<file path="config.mk">
export PLATFORM = sky130hd
export DESIGN_NAME = pio_wr_decoder
export DESIGN_NICKNAME = d
export VERILOG_FILES = /design/src/rtl/pio_wr_pkg.sv /design/src/rtl/pio_sync.sv /design/src/rtl/pio_frame.sv /design/src/rtl/pio_capture.sv /design/src/rtl/pio_route.sv /design/src/rtl/pio_wr_decoder.sv
export SDC_FILE = /design/constraint.sdc
export NUM_CORES = 1
export LEC_CHECK = 0
export ABC_AREA = 1
export BUFFER_PORTS_ARGS = -buffer_cell sky130_fd_sc_hd__clkbuf_2
export CORE_MARGIN = 1.5
export CORE_UTILIZATION = 45
export CTS_CLUSTER_SIZE = 12
export DETAILED_ROUTE_END_ITERATION = 12
export PLACE_DENSITY_LB_ADDON = 0.2
export SLEW_MARGIN = 20
export SYNTH_ARGS = -nofsm -noshare
export SYNTH_HDL_FRONTEND = slang
export SYNTH_SLANG_ARGS = --single-unit
</file>
<file path="constraint.sdc">
create_clock -name clk -period 1.8 [get_ports clk]
set_input_delay 0.18 -clock clk [delete_from_list [all_inputs] [get_ports clk]]
set_output_delay 0.18 -clock clk [all_outputs]
set_load 0.01 [all_outputs]
</file>
<file path="src/rtl/pio_wr_pkg.sv">
package pio_wr_pkg;

   typedef enum logic [1:0] {
      DEST_NONE = 2'd0,
      DEST_REG  = 2'd1,
      DEST_FIFO = 2'd2,
      DEST_DROP = 2'd3
   } dest_e;

   function automatic dest_e pick_dest(input logic fifo_hit, input logic full);
      if (!fifo_hit)  return DEST_REG;
      else if (full)  return DEST_DROP;
      else            return DEST_FIFO;
   endfunction

endpackage

</file>
<file path="src/rtl/pio_sync.sv">
module pio_sync #(
   parameter int            W       = 2,
   parameter int            STAGES  = 2,
   parameter logic [W-1:0]  RST_VAL = '0
) (
   input  logic         clk,
   input  logic         rst_n,
   input  logic [W-1:0] d_async,
   output logic [W-1:0] d_sync
);
   logic [W-1:0] chain [STAGES];

   always_ff @(posedge clk or negedge rst_n) begin
      if (!rst_n) chain[0] <= RST_VAL;
      else        chain[0] <= d_async;
   end

   for (genvar s = 1; s < STAGES; s++) begin : g_stage
      always_ff @(posedge clk or negedge rst_n) begin
         if (!rst_n) chain[s] <= RST_VAL;
         else        chain[s] <= chain[s-1];
      end
   end

   assign d_sync = chain[STAGES-1];
endmodule

</file>
<file path="src/rtl/pio_frame.sv">
module pio_frame #(
   parameter int MIN_ACTIVE = 2,
   localparam int CNT_W     = $clog2(MIN_ACTIVE + 1)
) (
   input  logic clk,
   input  logic rst_n,
   input  logic cs_n_s,
   input  logic we_n_s,
   output logic active,
   output logic close_ok
);
   logic             active_q;
   logic [CNT_W-1:0] len_q;

   assign active = ~cs_n_s & ~we_n_s;

   always_ff @(posedge clk or negedge rst_n) begin
      if (!rst_n) begin
         active_q <= 1'b0;
         len_q    <= '0;
      end else begin
         active_q <= active;
         if (!active)
            len_q <= '0;
         else if (len_q != CNT_W'(MIN_ACTIVE))
            len_q <= len_q + 1'b1;
      end
   end

   assign close_ok = active_q & ~active & (len_q == CNT_W'(MIN_ACTIVE));
endmodule

</file>
<file path="src/rtl/pio_capture.sv">
module pio_capture #(
   parameter int W = 24
) (
   input  logic         clk,
   input  logic         rst_n,
   input  logic         active,
   input  logic [W-1:0] bus_s,
   output logic [W-1:0] held
);
   always_ff @(posedge clk or negedge rst_n) begin
      if (!rst_n)      held <= '0;
      else if (active) held <= bus_s;
   end
endmodule

</file>
<file path="src/rtl/pio_route.sv">
module pio_route
   import pio_wr_pkg::*;
#(
   parameter int              ADDR_W         = 7,
   parameter int              DATA_W         = 16,
   parameter logic [ADDR_W-1:0] FIFO_WORD_ADDR = '0
) (
   input  logic              clk,
   input  logic              rst_n,
   input  logic              close_ok,
   input  logic              sel,
   input  logic [ADDR_W-1:0] addr,
   input  logic [DATA_W-1:0] data,
   input  logic              fifo_full,
   output logic              reg_wr,
   output logic [ADDR_W-1:0] reg_addr,
   output logic [DATA_W-1:0] reg_data,
   output logic              fifo_push,
   output logic [DATA_W-1:0] fifo_data,
   output logic              overrun
);
   dest_e dest;

   always_comb begin
      dest = DEST_NONE;
      if (close_ok) dest = pick_dest(sel | (addr == FIFO_WORD_ADDR), fifo_full);
   end

   always_ff @(posedge clk or negedge rst_n) begin
      if (!rst_n) begin
         reg_wr    <= 1'b0;
         fifo_push <= 1'b0;
         overrun   <= 1'b0;
         reg_addr  <= '0;
         reg_data  <= '0;
         fifo_data <= '0;
      end else begin
         reg_wr    <= (dest == DEST_REG);
         fifo_push <= (dest == DEST_FIFO);
         if (dest == DEST_DROP) overrun <= 1'b1;
         if (dest == DEST_REG) begin
            reg_addr <= addr;
            reg_data <= data;
         end
         if (dest == DEST_FIFO) fifo_data <= data;
      end
   end
endmodule

</file>
<file path="src/rtl/pio_wr_decoder.sv">
module pio_wr_decoder #(
   parameter int                ADDR_W         = 7,
   parameter int                DATA_W         = 16,
   parameter int                SYNC_STAGES    = 2,
   parameter int                MIN_ACTIVE     = 2,
   parameter logic [ADDR_W-1:0] FIFO_WORD_ADDR = 7'h10
) (
   input  logic              clk,
   input  logic              rst_n,
   input  logic              host_cs_n,
   input  logic              host_we_n,
   input  logic              host_fifo_sel,
   input  logic [ADDR_W-1:0] host_addr,
   input  logic [DATA_W-1:0] host_data,
   input  logic              fifo_full,
   output logic              reg_wr,
   output logic [ADDR_W-1:0] reg_addr,
   output logic [DATA_W-1:0] reg_data,
   output logic              fifo_push,
   output logic [DATA_W-1:0] fifo_data,
   output logic              overrun
);
   localparam int PAY_W = ADDR_W + DATA_W + 1;

   if (SYNC_STAGES < 2) begin : g_bad_sync
      $error("SYNC_STAGES must be at least 2");
   end
   if (MIN_ACTIVE < 1) begin : g_bad_min
      $error("MIN_ACTIVE must be at least 1");
   end
   if (DATA_W != 16) begin : g_bad_data
      $error("host data bus is 16 bits");
   end

   logic [1:0]       strb_s;
   logic [PAY_W-1:0] pay_s, pay_held;
   logic             active, close_ok;

   pio_sync #(.W(2), .STAGES(SYNC_STAGES), .RST_VAL(2'b11)) u_sync_strb (
      .clk(clk), .rst_n(rst_n),
      .d_async({host_cs_n, host_we_n}), .d_sync(strb_s)
   );

   pio_sync #(.W(PAY_W), .STAGES(SYNC_STAGES), .RST_VAL('0)) u_sync_pay (
      .clk(clk), .rst_n(rst_n),
      .d_async({host_fifo_sel, host_addr, host_data}), .d_sync(pay_s)
   );

   pio_frame #(.MIN_ACTIVE(MIN_ACTIVE)) u_frame (
      .clk(clk), .rst_n(rst_n),
      .cs_n_s(strb_s[1]), .we_n_s(strb_s[0]),
      .active(active), .close_ok(close_ok)
   );

   pio_capture #(.W(PAY_W)) u_cap (
      .clk(clk), .rst_n(rst_n), .active(active),
      .bus_s(pay_s), .held(pay_held)
   );

   pio_route #(.ADDR_W(ADDR_W), .DATA_W(DATA_W), .FIFO_WORD_ADDR(FIFO_WORD_ADDR)) u_route (
      .clk(clk), .rst_n(rst_n), .close_ok(close_ok),
      .sel(pay_held[PAY_W-1]),
      .addr(pay_held[DATA_W +: ADDR_W]),
      .data(pay_held[DATA_W-1:0]),
      .fifo_full(fifo_full),
      .reg_wr(reg_wr), .reg_addr(reg_addr), .reg_data(reg_data),
      .fifo_push(fifo_push), .fifo_data(fifo_data), .overrun(overrun)
   );
endmodule

</file>
* After elaboration in Yosys (flattened, before gate mapping) *
Cells that the tools add are included.

storage, ports and cells
  bits of input ports = 29
  flip-flop bits (word level) = 121
  word-level logic and storage cells = 33
  output and inout port bits = 42

cells by class
  equality and inequality tests = 7
  add/sub/neg operators = 1
  muxes and demuxes = 5
  bitwise logic cells = 7

operator list
  kind                                                  count
  two-way mux 2 bit                                     4
  equality test 7 x 5 -> 1 bit (second input constant)  1
  equality test 2 bit (second input constant)           3
  != test 2 bit (second input constant)                 2
  AND 1 bit                                             3
  inverter 1 bit                                        3
  adder 2 x 1 -> 2 bit (second input constant)          1
  equality test 2 x 1 -> 1 bit (second input constant)  1
  two-way mux 1 bit                                     1
  bitwise OR 1 bit                                      1

* Logic depth before layout (Yosys ltp) *
Gate-level depths: netlist of the first run.

  depth after elaboration = 7
  gate-level depth with buffers = 9
  depth with buffers taken out = 8

* Cells and area by module *
Synthesis of the first run repeated with hierarchy kept, for this count alone.

second synthesis, totals
  cell total of the unflattened synthesis = 380
  area total of the unflattened synthesis = 4,331.7 µm²

modules (own cells, without submodules)
  module                   sequential area each (µm²)  instances  cells an instance  area an instance (µm²)
  pio_route                1,051.0                     1          183                1,711.6
  pio_sync at u_sync_pay   1,201.2                     1          72                 1,381.3
  pio_capture              600.6                       1          102                974.7
  pio_frame                75.1                        1          17                 143.9
  pio_sync at u_sync_strb  105.1                       1          6                  120.1

* Least setup slack after synthesis of the first run *
No wires, ideal clock.

  path type = reg-to-reg
  start point = register u_frame.len_q[0]
  end point = register u_route.reg_data[6]
  cell stages (with the launch flop) = 10
  setup time = 0.130 ns
  buffers on the path = 2
  clock period less this slack = 1.511 ns
  arrival time = 1.381 ns
  setup slack = 0.289 ns
  required time = 1.670 ns
  cell sequence = dfrtp_1 -> inv_1 -> ha_1 -> nand2_2 -> nor2_8 -> nand3_4 -> buf_6 -> buf_6 -> nand2_1 -> o21ai_1

between the ends
  cells in the longest elaborated chain, start to end = 4

ends and longest elaborated chain
  element                       RTL line         source
  from (decl)                   pio_frame.sv:13  logic [CNT_W-1:0] len_q;
  from (signal assigned)        pio_frame.sv:26  len_q <= len_q + 1'b1;
  equality test 2 bit           pio_frame.sv:30  assign close_ok = active_q & ~active & (len_q == CNT_W'(MIN_ACTIVE));
  AND 1 bit                     pio_frame.sv:30
  two-way mux 2 bit             pio_route.sv:26  if (close_ok) dest = pick_dest(sel | (addr == FIFO_WORD_ADDR), fifo_full);
  equality test 2 x 1 -> 1 bit  pio_route.sv:41  if (dest == DEST_REG) begin
  to (signal assigned)          pio_route.sv:43  reg_data <= data;
  to (decl)                     pio_route.sv:17  output logic [DATA_W-1:0] reg_data,

Every way passes these cells.
A chain may end at the register's enable or synchronous reset.

* Worst setup path in the final report of the first run *
  start point = register u_frame.len_q[0]
  end point = register u_route.reg_addr[4]

between the ends
  cells in the longest elaborated chain, start to end = 4

ends and longest elaborated chain
  element                       RTL line         source
  equality test 2 bit           pio_frame.sv:30
  AND 1 bit                     pio_frame.sv:30
  two-way mux 2 bit             pio_route.sv:26
  equality test 2 x 1 -> 1 bit  pio_route.sv:41
  to (signal assigned)          pio_route.sv:42  reg_addr <= addr;
  to (decl)                     pio_route.sv:16  output logic [ADDR_W-1:0] reg_addr,

Every way passes these cells.

==> flow_summary.toml, run 1 <==
[run_status]
status = "finished clean"

[yosys]
synthMostInstantiatedCell = "dfrtp_1"
synth_seq_cells = 121
ys_top_cells_by_count = "117 x dfrtp_1, 77 x nand2_1, 25 x inv_1, 25 x o21ai_0, 16 x nand4_1"
synth.distinct_cells = 22
postSynthCellCount = 325
ys_seq_area_frac = 0.743
async_flop_share = 1.00
synth_edf_count = 0
ys.flop_type = "dfrtp_1"
netlist_area_um2 = 4080
synth_top_area_frac = 0.717
yosysWarnings = 0
synth_top_cells_by_area = "dfrtp_1 72%, nand2_1 7.1%, o21ai_0 3.1%, o21ai_2 3.0%, dfstp_2 2.6%"
avgSynthCellArea_um2 = 12.6
yosysTopAreaCell = "dfrtp_1"
synth_nets = 355

[floorplan]
initial_core_util = 0.466
ios = 71
dieArea_um2 = 9650
rows = 34
die_w_um = 98.3
core_um2 = 8760
die_h_um = 98.3

[sta]
min_period_ps = 1590
fin_ws_ps = 215
slew_headroom = 0.664
rsz0062_at_grt = "false"
fin_setup_tns_ps = 0
worst_pin_slew_ps = 501
hold_viol_final = 0
max_freq_mhz = 631
setup_viol = 0
final_max_slew_viol_count = 0
fin_crit_sh = 0.881
fin_worst_skew_ps = 5.51

[clock_network]
cts_tree = "built"
cts_buffers = 17
h-tree-depth = 4
clk_path_buf_depth = 2
cts.sinks = 121
cts_setup_buffers = 0
clk_transition_reported_paths_ps = 60
cts_root_buffer = "clkbuf_8"
clk_latency_ps = 500

[global_route]
grt_max_degree = 51
overflow = 0
track_usage = 0.167
grt_pass1_vias = 2573
grt_pass1_wl_um = 12400
grt_antenna_before_repair = 0

[cells_and_area]
syn_to_final_growth_pct = 31.6
nNetsFinal = 464
layout-drive-gt1-share = 0.309
diodes = 0

[worst_hold_path]
hold_class = "primary input to async pin"

[power]
power.switching_w = 0.00151
vdd.ir_drop.worst_v = 0.000637
p_sw_frac = 0.227
internal-power_w = 0.00514
power_frac_seq = 0.459
power_frac_comb = 0.079
total_power_w = 0.00666
power.leakage_nw = 2.69
powerDensity_nw_per_um2 = 1240
power.share.clock = 0.462

[route]
num_vias = 2542
final_antenna_net_count = 0
drtPass1Iterations = 4
wl_per_cell_um = 12.8
drt_wl_total_um = 7070
drc_errors = 0
drt_iter0_markers = 162
vias_per_cell = 4.59

[setup_path]
path_class = "flip-flop to flip-flop"
critPathLaunchType = "flip-flop"
slowest_stage = "dfrtp_1"
cp-end-kind = "flip-flop"
cp_cell_sequence = "inv_1 -> ha_2 -> nand2_2 -> nor2_8 -> nand3_4 -> buf_4 -> nand2_1 -> o21ai_2"
arrival_ps = 1970
worstPathMaxFanout = 16
critPathRequiredTime_ps = 2180
critPathMaxStageDelay_ps = 360

[place]
gp_congestion = 0.762
dp_slack_ps = 145
hpwl_um = 4570
portBuffers = 70

[job]
drv_cap = 0
-- per-stage QoR --
step	hold slack (ps)	util	instance area [um2]	instances
5_1_grt	175	0.613	5370	554
4_1_cts	172	0.613	5370	554
6_report	173	0.613	5370	554
3_3_place_gp	155	0.520	4550	496
2_1_floorplan	-116	-	4080	325
3_5_place_dp	157	0.520	4550	496
-- cells in the final DEF (no fill, tap or decap) --
cell type      netlist  final
ha_2                 0      1
dfrtp_1            117    117
a21oi_1              2      2
nand4_1             16     16
nor3_1               1      1
clkinv_1             1      1
dlygate4sd3_1        0     27
o21bai_1             1      1
inv_2                2      2
clkbuf_2             0     69
nor2_8               1      1
clkbuf_16            0     16
clkbuf_8             0      2
dfstp_2              4      4
clkinv_2             0      5
nand2_1             77     77
inv_1               25     25
o21ai_0             25     25
clkbuf_1             6      4
bufinv_16            0      2
nand2_2              9      9
o21ai_1              9      9
nor2_1               3      3
buf_6                5      1
clkinvlp_4           0      2
buf_4                0      5
nand3_4              2      2
o21ai_2             14     14
nor2_4               1      1
buf_12               0      2
-- final cells by class --
| cell class | instances | area, um2 |
|---|---|---|
| fillers | 730 | 3390 |
| flip-flops and latches | 121 | 3030 |
| multi-input cells | 162 | 853 |
| repair buffers | 104 | 704 |
| clock buffers | 22 | 443 |
| well taps | 108 | 135 |
| inverters | 28 | 105 |
| clock inverters | 9 | 100 |
-- worst paths after layout --
path / from / end / slack (ps) / cells past startpoint
hold reg to reg: u_sync_pay.chain[26]$_DFF_PN0_ / u_sync_pay.d_sync[2]$_DFF_PN0_ / 340 / 0
max in group asynchronous: rst_n / u_sync_strb.d_sync[1]$_DFF_PN1_ / 960 / 3
setup reg to reg: u_frame.len_q[0]$_DFFE_PN0P_ / u_route.reg_addr[4]$_DFFE_PN0N_ / 210 / 8
hold / removal: rst_n / u_sync_pay.chain[46]$_DFF_PN0_ / 170 / 2
setup / recovery: u_frame.len_q[0]$_DFFE_PN0P_ / u_route.reg_addr[4]$_DFFE_PN0N_ / 210 / 8
min in group clk: fifo_full / u_route.overrun$_DFFE_PN0N_ / 200 / 3
-- power groups by stage --
stage | Sequential (W) | Combinational [W] | Clock [W]
final | 0.00305 | 0.000527 | 0.00308
after global routing | 0.00308 | 0.000602 | 0.00328
after CTS | 0.00306 | 0.000538 | 0.00313
after detailed placement | 0.00310 | 0.000489 | 0
after global placement | 0.00310 | 0.000475 | 0
after floorplan | 0.00311 | 0.000221 | 0
-- cell families after synthesis --
kind of cell / synth area share
compound gates: 0.0760
simple gates: 0.129
buf+inv: 0.0487
flops: 0.743
fa+ha+maj: 0.00306
-- timing repair --
| action | 4_1_cts | 5_1_grt |
|---|---|---|
| hold endpoints to repair | 55 | 0 |
| endpoints found under the setup margin | 0 | 15 |
| gates resized for setup | 0 | 2 |
| hold buffers | 27 | 0 |
-- state kept, by name (all words and copies together) (netlist names), 2 cells and up --
signal,count
u_cap.held,24
u_sync_pay.chain,24
u_sync_pay.d_sync,24
u_route.fifo_data,16
u_route.reg_data,16
u_route.reg_addr,7
u_frame.len_q,2
u_sync_strb.chain,2
u_sync_strb.d_sync,2
-- metal layers --
metal  routed length, um  up-vias  track usage
li1                    -     1261            -
met1                3290     1220        0.224
met2                3350       55        0.250
met3                 351        6       0.0601
met4                  72        0       0.0715
met5                   0        -            0
-- worst max-delay path, delay by kind of cell (launching register included) --
family,cells,cell delay [ps]
simple gates,4,520
flops,1,360
compound gates,1,50
fa+ha+maj,1,230
buf+inv,2,310
No activity file was read; power rests on OpenSTA's default activity.
==> run 2, diff against run 1 <==
--- a/config.mk
+++ b/config.mk
@@ -7,6 +7,7 @@
 export LEC_CHECK = 0
 export ABC_AREA = 1
 export BUFFER_PORTS_ARGS = -buffer_cell sky130_fd_sc_hd__clkbuf_2
+export CORE_ASPECT_RATIO = 0.7
 export CORE_MARGIN = 1.5
 export CORE_UTILIZATION = 45
 export CTS_CLUSTER_SIZE = 12
==> run 2 against run 1 <==
  * Clock power increased by 7.8%
  * Global-route usage up 0.29 points
  * Highest routed layer unchanged
  * Fmax fell by 1.1%
  * Utilization up 1.8 points
  * Routed wire length up 0.65%
  * Worst setup slack got worse by 18 ps
  * Register-to-register slack got worse by 20 ps
  * Critical path depth did not move
  * Clock skew up 0.91 ps
  * Critical path type unchanged
  * Non-clock buffer count is the same
  * Die area is essentially flat
==> flow_summary.toml, run 2 (synthesis gave the netlist of run 1 again) <==
[route]
drtPass1Iterations = 4
drc_errors = 0
vias_per_cell = 4.46
wl_per_cell_um = 12.6
final_antenna_net_count = 0
drt_iter0_markers = 84
drt_wl_total_um = 7120
num_vias = 2527

[floorplan]
dieArea_um2 = 9660
rows = 28
die_h_um = 82.7
initial_core_util = 0.474
core_um2 = 8620
ios = 71
die_w_um = 117

[sta]
max_freq_mhz = 624
hold_viol_final = 0
final_max_slew_viol_count = 0
worst_pin_slew_ps = 517
setup_viol = 0
fin_worst_skew_ps = 6.43
rsz0062_at_grt = "false"
min_period_ps = 1600
fin_setup_tns_ps = 0
slew_headroom = 0.653
fin_crit_sh = 0.890

[place]
portBuffers = 70
dp_cells = 508
gp_congestion = 0.706
hpwl_um = 4710

[clock_network]
clk_latency_ps = 400
cts_setup_buffers = 0
cts_root_buffer = "clkbuf_16"
cts_tree = "built"
cts_buffers = 17
clk_path_buf_depth = 2
clk_transition_reported_paths_ps = 50
h-tree-depth = 4
cts.sinks = 121

[setup_path]
path_class = "flip-flop to flip-flop"
arrival_ps = 1890
worstPathMaxFanout = 35
cp-end-kind = "flip-flop"
critPathLaunchType = "flip-flop"
critPathRequiredTime_ps = 2090

[cells_and_area]
nNetsFinal = 464
layout-drive-gt1-share = 0.309
mostFrequentLayoutCells = "117 x dfrtp_1, 77 x nand2_1, 69 x clkbuf_2"
syn_to_final_growth_pct = 33.2
final_common_cell = "dfrtp_1"
diodes = 0
fin_cells = 567

[global_route]
grt_pass1_wl_um = 11600
grt_pass1_vias = 2353
grt_antenna_before_repair = 0
track_usage = 0.170
overflow = 0
grt_max_degree = 51

[worst_hold_path]
hold_class = "primary input to async pin"

[run_status]
status = "finished clean"

[power]
vdd.ir_drop.worst_v = 0.00103
powerDensity_nw_per_um2 = 1270
power.leakage_nw = 2.72

[job]
drv_cap = 0
run 2: changes by cell type in the layout (fill, tap and decap cells not counted), sizes merged:
cell	before	now
clkinvlp	2	1
clkbuf	91	92
bufinv	2	3
run 2: worst max-delay path, stage by stage (launching register included):
cell and delay [ps]:
dfrtp_1 360, inv_1 80, ha_1 240, nand2_2 120, nor2_8 210, nand3_4 100, buf_6 210, nand2_1 100
o21ai_2 50
run 2: area by class of cell:
class                   instances  area [um2]
inverters                      28         105
well taps                     120         150
clock buffers                  23         468
fillers                       690        3180
flip-flops and latches        121        3030
multi-input cells             162         856
clock inverters                 9         123
repair buffers                104         704
run 2: worst paths after layout:
check	cells after the start	endpoint	start	slack [ps]
setup / recovery	8	u_route.reg_data[15]$_DFFE_PN0N_	u_frame.len_q[0]$_DFFE_PN0P_	200
hold / removal	2	u_route.fifo_data[13]$_DFFE_PN0N_	rst_n	260
setup reg to reg	8	u_route.reg_data[15]$_DFFE_PN0N_	u_frame.len_q[0]$_DFFE_PN0P_	200
hold reg to reg	0	u_sync_pay.d_sync[8]$_DFF_PN0_	u_sync_pay.chain[32]$_DFF_PN0_	340
max in group asynchronous	3	u_route.reg_data[6]$_DFFE_PN0N_	rst_n	940
min in group clk	3	u_route.overrun$_DFFE_PN0N_	fifo_full	320
run 2: power breakdown:
part	total (W)	switching (W)	internal, W	leakage [nW]
logic	0.000522	0.000304	0.000218	0.918
registers	0.00306	0.000117	0.00294	1.51
clock network	0.00332	0.00109	0.00223	0.291
run 2: through the flow:
| stage | hold WS [ps] | setup WS [ps] | util | instance area [um2] | power (W) |
|---|---|---|---|---|---|
| after CTS | 261 | 135 | 0.630 | 5430 | 0.00698 |
| after floorplan | -116 | 289 | - | 4080 | 0.00333 |
| after global placement | 152 | 198 | 0.530 | 4570 | 0.00357 |
| after global routing | 288 | 25.8 | 0.631 | 5440 | 0.00719 |
| final | 261 | 197 | 0.631 | 5440 | 0.00690 |
| after detailed placement | 151 | 141 | 0.530 | 4570 | 0.00359 |
run 2: metal layers:
layer	share of wire	GRT usage
met1	0.49	0.232
met2	0.45	0.239
met3	0.046	0.0635
met4	0.012	0.0904
met5	0	0
run 2: timing repair:
| item | in CTS | in global routing |
|---|---|---|
| gates resized for setup | 0 | 2 |
| endpoints found under the setup margin | 0 | 30 |
| endpoints found under the hold margin | 52 | 0 |
| hold buffers | 27 | 0 |
==> run 3, diff against run 2 <==
--- a/config.mk
+++ b/config.mk
@@ -12,7 +12,7 @@
 export CORE_UTILIZATION = 45
 export CTS_CLUSTER_SIZE = 12
 export DETAILED_ROUTE_END_ITERATION = 12
-export PLACE_DENSITY_LB_ADDON = 0.2
+export PLACE_DENSITY = 0.66
 export SLEW_MARGIN = 20
 export SYNTH_ARGS = -nofsm -noshare
 export SYNTH_HDL_FRONTEND = slang
==> run 3 against run 2 <==
  * Hold slack improved by 48 ps
  * Die area did not move
  * Sequential cell count did not move
  * Routed wire length rose by 7.0%
  * Critical path depth did not move
  * Final area rose by 0.25%
  * Largest power group unchanged
==> flow_summary.toml, run 3 (synthesis gave the netlist of run 1 again) <==
[power]
vdd.ir_drop.worst_v = 0.000821
power.leakage_nw = 2.73
internal-power_w = 0.00545
powerDensity_nw_per_um2 = 1280
power.switching_w = 0.00152
power_frac_comb = 0.076
power_frac_seq = 0.439
p_sw_frac = 0.219
power.share.clock = 0.485

[setup_path]
rrSetupSlack_ps = 200
cp_cell_sequence = "inv_1 -> ha_1 -> nand2_2 -> nor2_8 -> nand3_4 -> buf_4 -> nand2_1 -> o21ai_2"
critPathRequiredTime_ps = 2080
r2r_cells = 8
r2r_start = "u_frame.len_q[0]$_DFFE_PN0P_"
path_class = "flip-flop to flip-flop"
critPathLaunchType = "flip-flop"
cp-end-kind = "flip-flop"
critPathMaxStageDelay_ps = 370
r2r-end = "u_route.reg_addr[1]$_DFFE_PN0N_"
slowest_stage = "dfrtp_1"
arrival_ps = 1890
worstPathMaxFanout = 35

[floorplan]
ios = 71
core_um2 = 8620
rows = 28
die_w_um = 117
dieArea_um2 = 9660
die_h_um = 82.7
initial_core_util = 0.474

[place]
portBuffers = 70
hpwl_um = 4580
gp_congestion = 0.726

[route]
drc_errors = 0
vias_per_cell = 4.53
num_vias = 2566
wl_per_cell_um = 13.4
drt_iter0_markers = 108
drtPass1Iterations = 5
final_antenna_net_count = 0
drt_wl_total_um = 7610

[global_route]
grt_antenna_before_repair = 0
grt_pass1_wl_um = 12400
overflow = 0
grt_max_degree = 51
grt_pass1_vias = 2514
track_usage = 0.179

[sta]
max_freq_mhz = 624
hold_viol_final = 0
slew_headroom = 0.619
fin_setup_tns_ps = 0
fin_crit_sh = 0.891
worst_pin_slew_ps = 569
rsz0062_at_grt = "false"
setup_viol = 0
final_max_slew_viol_count = 0
min_period_ps = 1600
fin_worst_skew_ps = 9.70

[cells_and_area]
final_common_cell = "dfrtp_1"
syn_to_final_growth_pct = 33.6
diodes = 0
nNetsFinal = 464
layout-drive-gt1-share = 0.315
mostFrequentLayoutCells = "117 x dfrtp_1, 77 x nand2_1, 69 x clkbuf_2"
utilization = 0.633

[clock_network]
cts_hold_buffers = 27
cts_setup_buffers = 0
clk_latency_ps = 400
clk_path_buf_depth = 2
cts_buffers = 17
cts_resized = 0
cts_root_buffer = "clkbuf_16"
cts_tree = "built"
clk_transition_reported_paths_ps = 50
cts.sinks = 121
h-tree-depth = 4

[worst_hold_path]
hold_class = "primary input to async pin"

[run_status]
status = "finished clean"

[job]
drv_cap = 0
==> run 3: cell types whose count changed in the layout (fill, tap and decap cells not counted) <==
cell       previous run  this run
clkbuf_8              2         7
clkbuf_1              4         1
buf_4                 5         6
buf_6                 1         0
bufinv_16             3         2
clkinv_2              5         4
nand2_2               8         9
nand2_4               1         0
==> run 3: worst max path at each step <==
| stage | from | to | slack (ps) |
|---|---|---|---|
| global route | u_frame.len_q[0]$_DFFE_PN0P_ | u_route.reg_data[9]$_DFFE_PN0N_ | 70 |
| floorplan | u_frame.len_q[0]$_DFFE_PN0P_ | u_route.reg_data[6]$_DFFE_PN0N_ | 290 |
| global placement | u_frame.len_q[0]$_DFFE_PN0P_ | u_route.reg_addr[4]$_DFFE_PN0N_ | 270 |
| CTS | u_frame.len_q[0]$_DFFE_PN0P_ | u_route.reg_addr[1]$_DFFE_PN0N_ | 200 |
| finish | u_frame.len_q[0]$_DFFE_PN0P_ | u_route.reg_addr[1]$_DFFE_PN0N_ | 200 |
| detailed placement | u_frame.len_q[0]$_DFFE_PN0P_ | u_route.reg_addr[1]$_DFFE_PN0N_ | 210 |
==> run 3: critical path, delay by kind of cell (launching register included) <==
family,cells,cell delay [ps]
AO/OA/AOI/OAI,1,50
AND/OR/NAND/NOR,4,460
adder cells (fa/ha/maj),1,240
flip-flops,1,370
buffers and inverters,2,340
==> run 3: final cells by class <==
cell class                      count  area [um2]
Inverter                           28         105
Clock inverter                      7        87.6
Clock buffer                       25         526
Timing Repair Buffer              104         701
Fill cell                         719        3170
Multi-Input combinational cell    162         851
Tap cell                          120         150
Sequential cell                   121        3030
==> run 3: metal layers <==
layer | vias up | share of wire | GRT usage
li1 | 1264 | - | -
met1 | 1225 | 0.47 | 0.246
met2 | 70 | 0.47 | 0.256
met3 | 7 | 0.051 | 0.0752
met4 | 0 | 0.0072 | 0.0627
met5 | - | 0 | 0
==> run 3: through the flow <==
stage,cell area [um2],total power [W],std cells,hold slack [ps],setup slack [ps]
2_1_floorplan,4080,0.00333,325,-116,289
6_report,5450,0.00697,567,310,196
3_3_place_gp,4570,0.00357,508,190,275
4_1_cts,5450,0.00706,567,319,199
3_5_place_dp,4570,0.00359,508,197,215
5_1_grt,5450,0.00728,567,349,71.1
==> run 3: power groups by stage <==
stage / Combinational [W] / Clock (W) / Sequential (W)
3_5_place_dp: 0.000493 / 0 / 0.00310
2_1_floorplan: 0.000221 / 0 / 0.00311
4_1_cts: 0.000543 / 0.00346 / 0.00306
5_1_grt: 0.000607 / 0.00359 / 0.00308
3_3_place_gp: 0.000477 / 0 / 0.00310
6_report: 0.000532 / 0.00338 / 0.00306
